<file path="config.mk">
export PLATFORM = sky130hd
export DESIGN_NAME = cmp_ctrl_reg
export DESIGN_NICKNAME = d
export VERILOG_FILES = /design/src/rtl/cmp_ctrl_pkg.sv /design/src/rtl/cmp_sync.sv /design/src/rtl/cmp_edge_det.sv /design/src/rtl/cmp_reg_file.sv /design/src/rtl/cmp_ctrl_reg.sv
export SDC_FILE = /design/constraint.sdc
export NUM_CORES = 1
export LEC_CHECK = 0
export CORE_UTILIZATION = 34
export CTS_CLUSTER_SIZE = 40
export DETAILED_ROUTE_END_ITERATION = 8
export GPL_TIMING_DRIVEN = 0
export PLACE_DENSITY = 0.78
export SLEW_MARGIN = 10
export SYNTH_ARGS = -nofsm -noshare
export SYNTH_HDL_FRONTEND = slang
export SYNTH_SLANG_ARGS = --single-unit
</file>
<file path="constraint.sdc">
create_clock -name clk -period 1.45 [get_ports clk]
set_input_delay 0.2175 -clock clk [delete_from_list [all_inputs] [get_ports clk]]
set_output_delay 0.2175 -clock clk [all_outputs]
set_load 0.05 [all_outputs]
</file>
<file path="src/rtl/cmp_ctrl_pkg.sv">
// Package: shared field layout and types for the comparator control register.
// Assumes a 16-bit register word; bit positions are fixed because software
// decodes them.
package cmp_ctrl_pkg;

    localparam int REG_W      = 16;
    localparam int BIT_EN     = 10;
    localparam int BIT_NSEL   = 8;   // two bits, 9..8
    localparam int BIT_OCFG   = 6;   // two bits, 7..6
    localparam int BIT_POL    = 5;
    localparam int BIT_RESP   = 3;   // two bits, 4..3
    localparam int BIT_HYST   = 2;
    localparam int BIT_RISE   = 1;
    localparam int BIT_FALL   = 0;
    localparam int USED_W     = BIT_EN + 1;

    // Output routing codes
    typedef enum logic [1:0] {
        OCFG_RSV0 = 2'b00,
        OCFG_RSV1 = 2'b01,
        OCFG_PIN  = 2'b10,
        OCFG_IRQ  = 2'b11
    } ocfg_e;

    // Writable control fields (flags kept separately)
    typedef struct packed {
        logic       en;
        logic [1:0] nsel;
        ocfg_e      ocfg;
        logic       pol;
        logic [1:0] resp;
        logic       hyst;
    } cmp_ctl_t;

endpackage

</file>
<file path="src/rtl/cmp_sync.sv">
// Module: cmp_sync
// Multi-flop synchronizer for a single asynchronous bit.
// Assumes STAGES >= 2; the output lags the input by STAGES clock edges.
module cmp_sync #(
    parameter int STAGES = 2
) (
    input  logic clk,
    input  logic rst_n,
    input  logic d_async,
    output logic q_sync
);

    logic [STAGES-1:0] stg;

    // First stage captures the asynchronous input
    always_ff @(posedge clk) begin
        if (!rst_n) stg[0] <= 1'b0;
        else        stg[0] <= d_async;
    end

    genvar gi;
    generate
        for (gi = 1; gi < STAGES; gi++) begin : g_stage
            // Each further stage resamples the previous one
            always_ff @(posedge clk) begin
                if (!rst_n) stg[gi] <= 1'b0;
                else        stg[gi] <= stg[gi-1];
            end
        end
    endgenerate

    assign q_sync = stg[STAGES-1];

endmodule

</file>
<file path="src/rtl/cmp_edge_det.sv">
// Module: cmp_edge_det
// Applies polarity and enable to the synchronized comparator bit and
// produces one-cycle rise and fall events of the conditioned level.
// Assumes the input is already synchronous to clk. Events are suppressed
// while disabled; the history register keeps tracking the level.
module cmp_edge_det (
    input  logic clk,
    input  logic rst_n,
    input  logic sync_in,
    input  logic en,
    input  logic pol,
    output logic cond,
    output logic rise_evt,
    output logic fall_evt
);

    logic prev_q;

    // Conditioned level: inverted when pol is set, forced low when disabled
    always_comb begin
        cond = en & (sync_in ^ pol);
    end

    // Remember last conditioned level for edge detection
    always_ff @(posedge clk) begin
        if (!rst_n) prev_q <= 1'b0;
        else        prev_q <= cond;
    end

    // Edge events, gated by the enable
    always_comb begin
        rise_evt = en &  cond & ~prev_q;
        fall_evt = en & ~cond &  prev_q;
    end

endmodule

</file>
<file path="src/rtl/cmp_reg_file.sv">
// Module: cmp_reg_file
// Storage for the control fields and the two sticky edge flags.
// Assumes wr_hit is already address-qualified. Flags are write-1-to-clear;
// a hardware set in the same cycle as a clear takes priority.
module cmp_reg_file
    import cmp_ctrl_pkg::*;
(
    input  logic              clk,
    input  logic              rst_n,
    input  logic              wr_hit,
    input  logic [USED_W-1:0] wdata,
    input  logic              rise_evt,
    input  logic              fall_evt,
    output cmp_ctl_t          ctl,
    output logic              rise_flag,
    output logic              fall_flag
);

    logic clr_rise;
    logic clr_fall;

    // Decode write-1-to-clear requests
    always_comb begin
        clr_rise = wr_hit & wdata[BIT_RISE];
        clr_fall = wr_hit & wdata[BIT_FALL];
    end

    // Control field storage, loaded on an addressed write
    always_ff @(posedge clk) begin
        if (!rst_n) begin
            ctl <= '{en: 1'b0, nsel: 2'b00, ocfg: OCFG_RSV0, pol: 1'b0,
                     resp: 2'b00, hyst: 1'b0};
        end else if (wr_hit) begin
            ctl.en   <= wdata[BIT_EN];
            ctl.nsel <= wdata[BIT_NSEL +: 2];
            ctl.ocfg <= ocfg_e'(wdata[BIT_OCFG +: 2]);
            ctl.pol  <= wdata[BIT_POL];
            ctl.resp <= wdata[BIT_RESP +: 2];
            ctl.hyst <= wdata[BIT_HYST];
        end
    end

    // Sticky rise flag: set has priority over clear
    always_ff @(posedge clk) begin
        if (!rst_n)        rise_flag <= 1'b0;
        else if (rise_evt) rise_flag <= 1'b1;
        else if (clr_rise) rise_flag <= 1'b0;
    end

    // Sticky fall flag: set has priority over clear
    always_ff @(posedge clk) begin
        if (!rst_n)        fall_flag <= 1'b0;
        else if (fall_evt) fall_flag <= 1'b1;
        else if (clr_fall) fall_flag <= 1'b0;
    end

endmodule

</file>
<file path="src/rtl/cmp_ctrl_reg.sv">
// Module: cmp_ctrl_reg (top)
// Bus-mapped control/status register around an analog comparator:
// synchronizes the raw decision, conditions it, records edges and routes
// the result to a pin or an interrupt. Assumes single-cycle 16-bit access
// at REG_ADDR with combinational read data.
module cmp_ctrl_reg
    import cmp_ctrl_pkg::*;
#(
    parameter int               ADDR_W      = 8,
    parameter logic [ADDR_W-1:0] REG_ADDR   = 8'h44,
    parameter int               SYNC_STAGES = 2
) (
    input  logic              clk,
    input  logic              rst_n,
    input  logic [ADDR_W-1:0] bus_addr,
    input  logic              bus_wr,
    input  logic [REG_W-1:0]  bus_wdata,
    output logic [REG_W-1:0]  bus_rdata,
    input  logic              cmp_raw,
    output logic              cmp_irq,
    output logic              cmp_pin_out,
    output logic [1:0]        neg_sel,
    output logic [1:0]        resp_sel,
    output logic              hyst_en
);

    logic        addr_hit;
    logic        wr_hit;
    logic        raw_sync;
    logic        cond;
    logic        rise_evt;
    logic        fall_evt;
    logic        rise_flag;
    logic        fall_flag;
    cmp_ctl_t    ctl;
    logic [REG_W-1:0] reg_val;
    logic        unused_wdata_hi;

    // Reserved write bits carry no meaning
    assign unused_wdata_hi = ^bus_wdata[REG_W-1:USED_W];

    // Address decode
    always_comb begin
        addr_hit = (bus_addr == REG_ADDR);
        wr_hit   = addr_hit & bus_wr;
    end

    cmp_sync #(
        .STAGES (SYNC_STAGES)
    ) u_sync (
        .clk     (clk),
        .rst_n   (rst_n),
        .d_async (cmp_raw),
        .q_sync  (raw_sync)
    );

    cmp_edge_det u_edge (
        .clk      (clk),
        .rst_n    (rst_n),
        .sync_in  (raw_sync),
        .en       (ctl.en),
        .pol      (ctl.pol),
        .cond     (cond),
        .rise_evt (rise_evt),
        .fall_evt (fall_evt)
    );

    cmp_reg_file u_regs (
        .clk       (clk),
        .rst_n     (rst_n),
        .wr_hit    (wr_hit),
        .wdata     (bus_wdata[USED_W-1:0]),
        .rise_evt  (rise_evt),
        .fall_evt  (fall_evt),
        .ctl       (ctl),
        .rise_flag (rise_flag),
        .fall_flag (fall_flag)
    );

    // Assemble the readable word; reserved bits are zero
    always_comb begin
        reg_val                   = '0;
        reg_val[BIT_EN]           = ctl.en;
        reg_val[BIT_NSEL +: 2]    = ctl.nsel;
        reg_val[BIT_OCFG +: 2]    = ctl.ocfg;
        reg_val[BIT_POL]          = ctl.pol;
        reg_val[BIT_RESP +: 2]    = ctl.resp;
        reg_val[BIT_HYST]         = ctl.hyst;
        reg_val[BIT_RISE]         = rise_flag;
        reg_val[BIT_FALL]         = fall_flag;
    end

    // Read mux: only the decoded address returns data
    always_comb begin
        bus_rdata = addr_hit ? reg_val : '0;
    end

    // Output routing and analog settings export
    always_comb begin
        cmp_pin_out = (ctl.ocfg == OCFG_PIN) & cond;
        cmp_irq     = (ctl.ocfg == OCFG_IRQ) & ctl.en & (rise_flag | fall_flag);
        neg_sel     = ctl.nsel;
        resp_sel    = ctl.resp;
        hyst_en     = ctl.hyst;
    end

endmodule

</file>
Word-level counts from Yosys, hierarchy flattened
Index checks and enable logic that the tools add are counted.

cells by class
  eq/ne operators = 3
  bitwise logic cells = 15
  muxes and demuxes = 5
  reduce and logical (&&, ||, !) cells = 2

operator list
  cell                                                 number
  bitwise AND 1 bit                                    11
  2-to-1 mux 11 bit                                    1
  equality test 8 x 7 -> 1 bit, second input constant  1
  equality test 2 bit, second input constant           2
  2-to-1 mux 1 bit                                     4
  nonzero test 2 bit                                   2
  NOT 1 bit                                            2
  OR 1 bit                                             1
  XOR 1 bit                                            1

word-level totals
  output and inout bits = 23
  input bits = 28
  logic and storage cells = 36
  bits in registers = 14

Depth between registers and ports, before layout
  depth in word-level cells = 6
  gate-level depth with buffers = 4
  mapped depth without buffers = 3

By module
A second synthesis with hierarchy kept.

second synthesis, totals
  cell total of the unflattened synthesis = 84
  area, all modules = 790.8 sq um

by module, submodules not included
  module        times used  seq. area each (sq um)  area each (sq um)  cells an instance
  cmp_reg_file  1           220.2                   412.9              37
  cmp_ctrl_reg  1           0.0                     256.5              36
  cmp_edge_det  1           20.0                    68.8               7
  cmp_sync      1           40.0                    52.6               4

Worst setup path before layout
No wires, ideal clock.

  kind = input port to output port
  start = in bus_addr[5]
  end = out bus_rdata[0]
  path buffers = 1
  data arrival time = 1.484 ns
  required time = 1.233 ns
  stages on the path = 4
  setup slack = -0.251 ns
  cell sequence = or4b_4 > nor2_1 > clkbuf_2 > and2_1

between the ends
  cells in the longest elaborated chain, start to end = 2

ends and longest elaborated chain
  what                          line                text
  start: declaration            cmp_ctrl_reg.sv:15  input logic [ADDR_W-1:0] bus_addr,
  equality test 8 x 7 -> 1 bit  cmp_ctrl_reg.sv:44  addr_hit = (bus_addr == REG_ADDR);
  2-to-1 mux 11 bit             cmp_ctrl_reg.sv:95  bus_rdata = addr_hit ? reg_val : '0;
  end: declaration              cmp_ctrl_reg.sv:18  output logic [REG_W-1:0] bus_rdata,

Every way passes these cells.

Final worst setup path
  start = in bus_addr[3]
  end = out bus_rdata[4]

Same word-level chain as after synthesis.

==> results.json <==
{
  "yosys_warnings": 0,
  "hp-class": "input pin to flop",
  "vias_per_cell": 4.40,
  "hold_buffers": 0,
  "synth_most_common_cell": "nand2_1",
  "drt-initial-drc-count": 13,
  "grtUsageTotal_pct": 18.7,
  "clock.fmax_mhz": 604,
  "drc": 0,
  "hold_viol_final": 0,
  "antenna_cells": 0,
  "ys_ff_latch": 14,
  "initial_utilization_pct": 37.2,
  "dp_hpwl_um": 1420,
  "synthFlopType": "dfxtp_1",
  "synthTopCellsByCount": "nand2_1, dfxtp_1, and2_1",
  "gp_congestion": 0.759,
  "first_global_vias": 719,
  "netlist.top_cell.by_area": "dfxtp_1",
  "detail_route.wl_per_cell_um": 11.7,
  "critical_path_class": "input pin to output pin",
  "synth-edff-count": 0,
  "rows": 16,
  "critPathMaxFanout": 5,
  "status": "finished with violations",
  "clock_path_buffers": 2,
  "setup_ws_ns": -0.205,
  "grt_max_degree": 11,
  "layout-drive-gt1-share_pct": 43.9,
  "fin_crit_sh_pct": 114,
  "power.density_nw_per_um2": 599,
  "ios": 51,
  "synth_cell_types": 21,
  "core-area_um2": 2000,
  "worstSetupStartpoint": "bus_addr[3]",
  "peakVddDrop_mv": 0.405,
  "numCtsBuffers": 3,
  "cp-start-kind": "input pin",
  "syn_inst": 87,
  "grt_overflow": 0,
  "slew_violations": 0,
  "synth_top_cell_area_share_pct": 37.6,
  "die_area_um2": 2380,
  "multiInputGateArea_um2": 422,
  "fp.dieH_um": 48.8,
  "grt_pass1_wl_um": 3250,
  "setup-violations-final": 11,
  "p_leak_uw": 0.000604,
  "clkSlewWorstSetupHoldPaths_ns": 0.08,
  "cts-root-buf": "clkbuf_4",
  "crit_required_ns": 1.23,
  "violations": "setup timing",
  "finalNetCount": 168,
  "die_x_um": 48.8,
  "rr_startpoint": "u_regs.ctl[3]",
  "holdPathStages": 5,
  "cts_tree": "done",
  "synthArstFlopShare_pct": 0,
  "finish.instance_area_um2": 1340,
  "drtPass1Iterations": 4,
  "filler_cell_count": 153,
  "arrival_ns": 1.44,
  "place_area_um2": 1240,
  "power_uw": 801,
  "hold_start": "bus_addr[3]",
  "cts_sinks": 14,
  "finalWirelength_um": 1940,
  "io_buffer_count": 40,
  "fin_skew_ns": 0.00170,
  "grt_antenna_before_repair": 0,
  "antenna_left": 0,
  "htreeDepth": 1,
  "reg2reg_depth": 4,
  "cp-end-kind": "output pin",
  "synth-seq-area-share_pct": 37.6,
  "postSynthAreaPerCell_um2": 8.56,
  "area_delta_synth_final_pct": 79.7,
  "min_period_ns": 1.65,
  "syn_area_um2": 744,
  "vias": 730,
  "clk_latency_ns": 0.28,
  "regArea_um2": 283,
  "drv_cap": 0,
  "rsz0062_at_grt": "true",
  "synth_area_leaders": "dfxtp_1, mux2i_1, nand2_1, and2_1, buf_4"
}
==> critical path, cell delays in order <==
cell and delay, ns:
buf_6 0.09, or4b_4 0.55, nor2_4 0.18, buf_8 0.13
and2_4 0.14, buf_8 0.13
==> where the power goes <==
part           switching (uW)  total, uW  internal, uW  leakage, uW
Combinational            60.3        128          67.3     0.000469
Clock                     132        285           153    0.0000210
Sequential               1.37        389           387     0.000114
==> per-stage QoR <==
step / util, % / setup slack (ns) / instances / hold WS (ns) / setup TNS (ns)
2_1_floorplan: - / -0.0505 / 91 / 0.345 / -0.498
3_3_place_gp: 61.8 / -1.19 / 158 / 0.417 / -17.19
6_report: 66.8 / -0.205 / 166 / 0.419 / -2.12
4_1_cts: 67.1 / -0.216 / 166 / 0.420 / -2.14
5_1_grt: 66.8 / -0.240 / 166 / 0.426 / -2.46
3_5_place_dp: 61.8 / -1.20 / 158 / 0.422 / -17.71
==> cell families (layout without fill, tap and decap cells) <==
kind of cell | after synthesis | after routing | synth area share [%]
simple gates | 43 | 43 | 30.8
flops | 14 | 14 | 37.6
mux | 9 | 9 | 12.1
compound gates | 4 | 4 | 4.54
xor+xnor | 1 | 1 | 1.18
buf+inv | 15 | 63 | 13.3
other cells | 1 | 5 | 0.504
==> timing repair <==
item	in CTS	in global routing
gates cloned	1	0
endpoints found under the setup margin	28	14
gates resized for setup	136	7
endpoints found under the hold margin	0	0
setup buffers	3	0
pin swaps	8	4
==> cells in the final DEF, fill, tap and decap left out, drive strengths merged <==
master	n
buf	34
nand2	22
clkdlybuf4s50	14
dfxtp	14
and2	13
mux2i	9
clkbuf	9
conb	5
clkdlybuf4s15	3
or4b	2
inv	2
nor2	2
nor3	2
xor2	1
and4b	1
o2111a	1
nand3	1
o31a	1
o21a	1
o22ai	1
dlygate4sd2	1
==> per-layer routing <==
metal / part of all wire (%) / GRT usage (%)
met1: 37 / 18.2
met2: 53 / 34.3
met3: 7.4 / 6.23
met4: 2.5 / 10.8
met5: 0 / 0
==> final cells by class <==
| type | count | area share, % |
|---|---|---|
| inverters | 2 | 0.561 |
| flip-flops and latches | 14 | 21.1 |
| well taps | 27 | 2.53 |
| multi-input cells | 62 | 31.5 |
| plain buffers | 13 | 7.58 |
| repair buffers | 44 | 34.0 |
| clock buffers | 4 | 2.71 |
==> path summary, 6_finish.rpt <==
kind	to	slack [ns]
setup / recovery	bus_rdata[4]	-0.20
hold / removal	u_regs.rise_flag	0.42
setup reg to reg	u_regs.rise_flag	0.48
hold reg to reg	u_sync.q_sync	0.44
==> registers in the layout, indices dropped and copies added, names as in the netlist <==
name and flops:
u_sync.q_sync 1, u_regs.rise_flag 1, u_regs.fall_flag 1, u_edge.prev_q 1, u_regs.ctl 9, u_sync.stg 1
No activity file was read; power rests on OpenSTA's default activity.
